--- config.mk ---
export PLATFORM = sky130hd
export DESIGN_NAME = toggle_poller
export DESIGN_NICKNAME = d
export VERILOG_FILES = /design/src/rtl/toggle_poller_pkg.sv /design/src/rtl/poll_read_pair.sv /design/src/rtl/poll_budget.sv /design/src/rtl/toggle_poller.sv
export SDC_FILE = /design/constraint.sdc
export NUM_CORES = 1
export LEC_CHECK = 0
export BUFFER_PORTS_ARGS = -buffer_cell sky130_fd_sc_hd__buf_2
export CAP_MARGIN = 5
export CORE_MARGIN = 5
export CORE_UTILIZATION = 55
export CTS_BUF_LIST = sky130_fd_sc_hd__clkbuf_2
export CTS_CLUSTER_SIZE = 10
export DETAILED_ROUTE_END_ITERATION = 10
export PLACE_DENSITY_LB_ADDON = 0.2
export SYNTH_ARGS = -nofsm -noshare
export SYNTH_HDL_FRONTEND = slang
export SYNTH_SLANG_ARGS = --single-unit
--- constraint.sdc ---
create_clock -name clk -period 6.3 [get_ports clk]
set_input_delay 0.945 -clock clk [delete_from_list [all_inputs] [get_ports clk]]
set_output_delay 0.945 -clock clk [all_outputs]
set_load 0.03 [all_outputs]
--- src/rtl/toggle_poller_pkg.sv ---
// Package: shared state encodings for the toggle-bit poller.
// Assumes: nothing beyond IEEE 1800-2017 enums.
package toggle_poller_pkg;

    // Read-pair sequencer states
    typedef enum logic [2:0] {
        RP_IDLE  = 3'd0,
        RP_REQ1  = 3'd1,
        RP_WAIT1 = 3'd2,
        RP_REQ2  = 3'd3,
        RP_WAIT2 = 3'd4
    } rp_state_t;

    // Top-level decision states
    typedef enum logic [1:0] {
        PS_IDLE    = 2'd0,
        PS_POLL    = 2'd1,
        PS_CONFIRM = 2'd2,
        PS_RSTWR   = 2'd3
    } ps_state_t;

endpackage

--- src/rtl/poll_read_pair.sv ---
// Module: poll_read_pair
// Issues two status reads in turn on a request/response port. When the second
// response arrives, it reports whether the toggle bit differed and the value
// of the timeout flag in the second read.
// Assumes: each response arrives at least one cycle after its strobe, and a
// new go pulse comes only after pair_done.
module poll_read_pair
    import toggle_poller_pkg::*;
#(
    parameter int DATA_W     = 8,
    parameter int TOGGLE_BIT = 6,
    parameter int LIMIT_BIT  = 5
) (
    input  logic              clk,
    input  logic              rst_n,
    input  logic              go,
    output logic              rd_req,
    input  logic              rd_valid,
    input  logic [DATA_W-1:0] rd_data,
    output logic              pair_done,
    output logic              toggled,
    output logic              limit_seen
);

    rp_state_t st;
    logic      first_tog;

    // Strobe only in the two request states
    assign rd_req = (st == RP_REQ1) || (st == RP_REQ2);

    // Sequence both reads and capture the comparison result
    always_ff @(posedge clk) begin
        if (!rst_n) begin
            st         <= RP_IDLE;
            first_tog  <= 1'b0;
            pair_done  <= 1'b0;
            toggled    <= 1'b0;
            limit_seen <= 1'b0;
        end else begin
            pair_done <= 1'b0;
            unique case (st)
                RP_IDLE:  if (go) st <= RP_REQ1;
                RP_REQ1:  st <= RP_WAIT1;
                RP_WAIT1: if (rd_valid) begin
                    first_tog <= rd_data[TOGGLE_BIT];
                    st        <= RP_REQ2;
                end
                RP_REQ2:  st <= RP_WAIT2;
                RP_WAIT2: if (rd_valid) begin
                    toggled    <= first_tog ^ rd_data[TOGGLE_BIT];
                    limit_seen <= rd_data[LIMIT_BIT];
                    pair_done  <= 1'b1;
                    st         <= RP_IDLE;
                end
                default:  st <= RP_IDLE;
            endcase
        end
    end

    // a read strobe never lasts two cycles
    a_r3_single_strobe: assert property (@(posedge clk) disable iff (!rst_n)
        rd_req |=> !rd_req);

    // a pair result arrives only after a response
    a_r3_result_after_response: assert property (@(posedge clk) disable iff (!rst_n)
        pair_done |-> $past(rd_valid));

endmodule

--- src/rtl/poll_budget.sv ---
// Module: poll_budget
// Counts the toggling steps in which the timeout flag stayed clear, and flags
// when the next such step would be the last one allowed.
// Assumes: MAX_POLLS >= 1, and inc is not asserted once last is high.
module poll_budget #(
    parameter int MAX_POLLS = 4096
) (
    input  logic clk,
    input  logic rst_n,
    input  logic clear,
    input  logic inc,
    output logic last
);

    localparam int CNT_W = $clog2(MAX_POLLS + 1);

    logic [CNT_W-1:0] cnt;

    assign last = (cnt == CNT_W'(MAX_POLLS - 1));

    // Clear at run start; count one per non-final toggling step
    always_ff @(posedge clk) begin
        if (!rst_n)     cnt <= '0;
        else if (clear) cnt <= '0;
        else if (inc)   cnt <= cnt + 1'b1;
    end

    // the count stays below the budget
    a_r8_within_budget: assert property (@(posedge clk) disable iff (!rst_n)
        cnt < CNT_W'(MAX_POLLS));

endmodule

--- src/rtl/toggle_poller.sv ---
// Module: toggle_poller (top)
// After a program or erase command, this module polls the flash status in
// pairs of reads until the toggle bit holds still (done) or the operation
// fails. On failure it writes the reset command and then pulses fail.
// Assumes: the command itself was issued elsewhere before start.
module toggle_poller
    import toggle_poller_pkg::*;
#(
    parameter int          DATA_W     = 8,
    parameter int          ADDR_W     = 18,
    parameter int          MAX_POLLS  = 4096,
    parameter int          TOGGLE_BIT = 6,
    parameter int          LIMIT_BIT  = 5,
    parameter logic [7:0]  RESET_CMD  = 8'hF0
) (
    input  logic              clk,
    input  logic              rst_n,
    input  logic              start,
    output logic              busy,
    output logic              done,
    output logic              fail,
    output logic              rd_req,
    input  logic              rd_valid,
    input  logic [DATA_W-1:0] rd_data,
    output logic              wr_req,
    output logic [ADDR_W-1:0] wr_addr,
    output logic [DATA_W-1:0] wr_data
);

    ps_state_t st;
    logic      go;
    logic      pair_done;
    logic      toggled;
    logic      limit_seen;
    logic      budget_clr;
    logic      budget_inc;
    logic      budget_last;

    assign busy    = (st != PS_IDLE);
    assign wr_addr = '0;
    assign wr_data = DATA_W'(RESET_CMD);

    poll_read_pair #(
        .DATA_W     (DATA_W),
        .TOGGLE_BIT (TOGGLE_BIT),
        .LIMIT_BIT  (LIMIT_BIT)
    ) u_pair (
        .clk        (clk),
        .rst_n      (rst_n),
        .go         (go),
        .rd_req     (rd_req),
        .rd_valid   (rd_valid),
        .rd_data    (rd_data),
        .pair_done  (pair_done),
        .toggled    (toggled),
        .limit_seen (limit_seen)
    );

    // Budget is cleared on accept and advanced on each plain toggling step
    assign budget_clr = (st == PS_IDLE) && start;
    assign budget_inc = (st == PS_POLL) && pair_done && toggled
                        && !limit_seen && !budget_last;

    poll_budget #(
        .MAX_POLLS (MAX_POLLS)
    ) u_budget (
        .clk   (clk),
        .rst_n (rst_n),
        .clear (budget_clr),
        .inc   (budget_inc),
        .last  (budget_last)
    );

    // Decide the next step from each finished read pair
    always_ff @(posedge clk) begin
        if (!rst_n) begin
            st     <= PS_IDLE;
            go     <= 1'b0;
            done   <= 1'b0;
            fail   <= 1'b0;
            wr_req <= 1'b0;
        end else begin
            go     <= 1'b0;
            done   <= 1'b0;
            fail   <= 1'b0;
            wr_req <= 1'b0;
            unique case (st)
                PS_IDLE: if (start) begin
                    go <= 1'b1;
                    st <= PS_POLL;
                end
                PS_POLL: if (pair_done) begin
                    if (!toggled) begin
                        done <= 1'b1;
                        st   <= PS_IDLE;
                    end else if (limit_seen) begin
                        go <= 1'b1;
                        st <= PS_CONFIRM;
                    end else if (budget_last) begin
                        wr_req <= 1'b1;
                        st     <= PS_RSTWR;
                    end else begin
                        go <= 1'b1;
                    end
                end
                PS_CONFIRM: if (pair_done) begin
                    if (!toggled) begin
                        done <= 1'b1;
                        st   <= PS_IDLE;
                    end else begin
                        wr_req <= 1'b1;
                        st     <= PS_RSTWR;
                    end
                end
                PS_RSTWR: begin
                    fail <= 1'b1;
                    st   <= PS_IDLE;
                end
                default: st <= PS_IDLE;
            endcase
        end
    end

    // results are exclusive
    a_r9_exclusive: assert property (@(posedge clk) disable iff (!rst_n)
        !(done && fail));

    // done is a single-cycle pulse
    a_r9_done_pulse: assert property (@(posedge clk) disable iff (!rst_n)
        done |=> !done);

    // fail follows the reset write by one cycle
    a_r7_write_then_fail: assert property (@(posedge clk) disable iff (!rst_n)
        fail |-> $past(wr_req));

    // reads happen only inside a run
    a_r2_read_in_run: assert property (@(posedge clk) disable iff (!rst_n)
        rd_req |-> busy);

    // an idle start is accepted on the next cycle
    a_r2_start_accept: assert property (@(posedge clk) disable iff (!rst_n)
        (start && !busy) |=> busy);

endmodule

==> flow_summary.ini <==
[logic_synthesis]
yosysWarnings = 0
ys_ff_latch = 26
yosysSeqAreaShare_pct = 34.6
ys_types = 41
synth_edf_count = 0
netlist_instances = 175
async_reset_ff_share_pct = 0
synth_top_cell_area_share_pct = 34.6
avgSynthCellArea_um2 = 8.59
synth_area_um2 = 1500
synth.largest_area_cell = dfxtp_1
synthTopCellsByArea = dfxtp_1 35%, buf_4 13%, ha_1 5.0%
synthFlopType = dfxtp_1

[cts]
cts_tree = built
clkLatencyLatePin_ns = 0.35
cts.hold.buffers_added = 0
clockBufferDepth = 2
root_buffer = clkbuf_2
htree_levels = 1
postCtsSetupRepairBufs = 0
cts_resized = 0
cts_sinks = 26
cts.clk_slew.worst_paths_ns = 0.24
numCtsBuffers = 3

[timing]
setup_viol = 0
tightest_slew_ns = 0.792
rsz0062_at_grt = no
setup_tns_ns = 0
fin_crit_sh_pct = 38.3
clock.fmax_mhz = 414
relSlewSlack_pct = 46.5
finalClockSkew_ns = 0.00689
final_max_slew_viol_count = 0
setup_ws_ns = 3.89
post-route-min-period_ns = 2.41
hold_viol = 0

[die]
die_area_um2 = 3880
initial_core_util_pct = 56.0
die_h_um = 62.3
die_x_um = 62.3
fp-row-count = 19
pin_count = 43
core_um2 = 2690

[layout]
drive_above_1_share_pct = 10.9
nets = 202
area_growth_pct = 0.832
diodes = 0

[setup_path]
critical_path_depth = 4
startpoint_type = register
r2r_slack_ns = 3.94
crit_chain = inv_1 > ha_1 > inv_1 > buf_2
r2r-end = u_budget.cnt[11]
cp_top_family = flip-flops
cp-end-kind = primary output
worst-path-max-fanout = 5
crit_required_ns = 5.35
critical_path.most_common_cell = inv_1
cpMaxStageDelayCell = dfxtp_1
rr_worst_depth = 6
crit_type = reg -> out
critPathMaxStageDelay_ns = 0.48
startpoint = st[1]
cp.arrival_ns = 1.47
cp-endpoint = busy
worstReg2RegStart = st[1]
worst-path-buf-inv = 3

[grt]
grt_pass1_wl_um = 4860
antenna_found_initial = 0
grt_overflow = 0
grt_use_total_pct = 14.7
grt_pass1_vias = 1110
grt_max_degree = 17

[power_and_ir_drop]
peakVddDrop_mv = 0.133
power.leakage_nw = 0.618
power_per_cell_area_nw_per_um2 = 215

[flow_run]
drv_cap = 0

[outcome]
outcome = completed

[routing]
drtPass1Iterations = 4
wl_um = 2780
via_per_inst = 5.59
drt_iter0_drc = 69
wl_per_cell_um = 13.0
vias = 1196
postRouteAntennaNets = 0
drc = 0

[placed_design]
place_congestion = 0.758
hpwlAfterDp_um = 2150
portBuffers = 10
pre_cts_slack_ns = 3.99

[worst_hold_path]
worstHoldPathType = reg -> reg
[metrics by stage]
stage	cells	total power [W]	util, %	hold slack [ns]	area [um^2]
floorplan	199	0.000228	-	0.420	1590
finish	214	0.000326	56.5	0.459	1520
global placement	210	0.000223	54.8	0.430	1470
global route	214	0.000346	56.5	0.492	1520
CTS	214	0.000329	56.5	0.464	1520
detailed placement	210	0.000225	54.8	0.441	1470
[cell usage after synthesis, types with 2 or more instances]
master	instances
a211oi_1	2
a21oi_1	12
and2_1	3
buf_4	27
clkbuf_1	3
conb_1	2
dfxtp_1	26
ha_1	6
inv_1	4
mux2i_1	3
nand2_1	13
nand3_1	6
nand3b_1	2
nand4_1	6
nor2_1	6
nor2b_1	6
nor3_1	3
nor4bb_1	2
o211a_1	3
o21ai_0	8
o31ai_1	5
or3_1	2
or4_1	6
xnor2_1	2
[layout by cell type, fill, tap and decap left out, types with 2 or more instances in the layout]
cell type  Yosys  layout
a211oi_1       2       2
a21oi_1       12      12
and2_1         3       3
buf_2          1      10
clkbuf_2       0       3
conb_1         2      26
dfxtp_1       26      26
ha_1           6       6
inv_1          4       4
mux2i_1        3       3
nand2_1       13      13
nand3_1        6       6
nand3b_1       2       2
nand4_1        6       6
nor2_1         6       6
nor2b_1        6       6
nor3_1         3       3
nor4bb_1       2       2
o211a_1        3       3
o21ai_0        8       8
o31ai_1        5       5
or3_1          2       2
or4_1          6       6
xnor2_1        2       2
[worst register-to-register path, cell delays in order, from the launching register on]
cell and delay (ns):
dfxtp_1 0.42, inv_1 0.12, ha_1 0.24, and4b_1 0.35, or4b_4 0.54, or4_1 0.52
a21oi_1 0.14
[sequential cells by signal, summed over array words and instances (netlist names)]
| register | cells |
|---|---|
| go | 1 |
| fail | 1 |
| st | 2 |
| u_pair.pair_done | 1 |
| u_pair.toggled | 1 |
| u_pair.st | 3 |
| u_pair.first_tog | 1 |
| u_budget.cnt | 13 |
| u_pair.limit_seen | 1 |
| done | 1 |
| wr_req | 1 |
[power by group]
group           total, W  internal (W)  switching (W)
combinational  0.0000509     0.0000114      0.0000395
sequential      0.000171      0.000168     0.00000316
clock           0.000104     0.0000546      0.0000491
total           0.000326      0.000234      0.0000917
[logic make-up (layout without fill, tap and decap cells)]
family / Yosys count / after routing / synth area share [%]
other: 2 / 26 / 0.499
AO/OA/AOI/OAI: 35 / 35 / 14.7
adder cells (fa/ha/maj): 6 / 6 / 4.99
AND/OR/NAND/NOR: 66 / 66 / 26.5
flip-flops: 26 / 26 / 34.6
buffers and inverters: 35 / 19 / 15.6
multiplexers: 3 / 3 / 2.00
XOR/XNOR: 2 / 2 / 1.16
[worst min path at each step]
stage                                  end  depth (start not counted)  slack [ns]        startpoint
final                     u_budget.cnt[12]                          2        0.46  u_budget.cnt[12]
after global routing      u_budget.cnt[12]                          2        0.49  u_budget.cnt[12]
after CTS                 u_budget.cnt[12]                          2        0.46  u_budget.cnt[12]
after detailed placement  u_budget.cnt[12]                          2        0.44  u_budget.cnt[12]
after global placement    u_budget.cnt[12]                          2        0.43  u_budget.cnt[12]
after floorplan           u_budget.cnt[12]                          2        0.42  u_budget.cnt[12]
[layer usage]
metal,GRT usage (%),part of all wire (%),up-vias
li1,-,-,596
met1,17.3,42,561
met2,25.4,51,31
met3,3.60,5.1,8
met4,6.10,2.1,0
met5,0,0,-
[cell type report]
class	count	area [um^2]
clock buffer	3	15.0
inverter	4	15.0
tap	31	38.8
sequential	26	520
clock inverter	1	30.0
fill	249	1170
multi-input combinational	138	840
timing repair buffer	11	57.6
(Power assumes the default switching activity.)
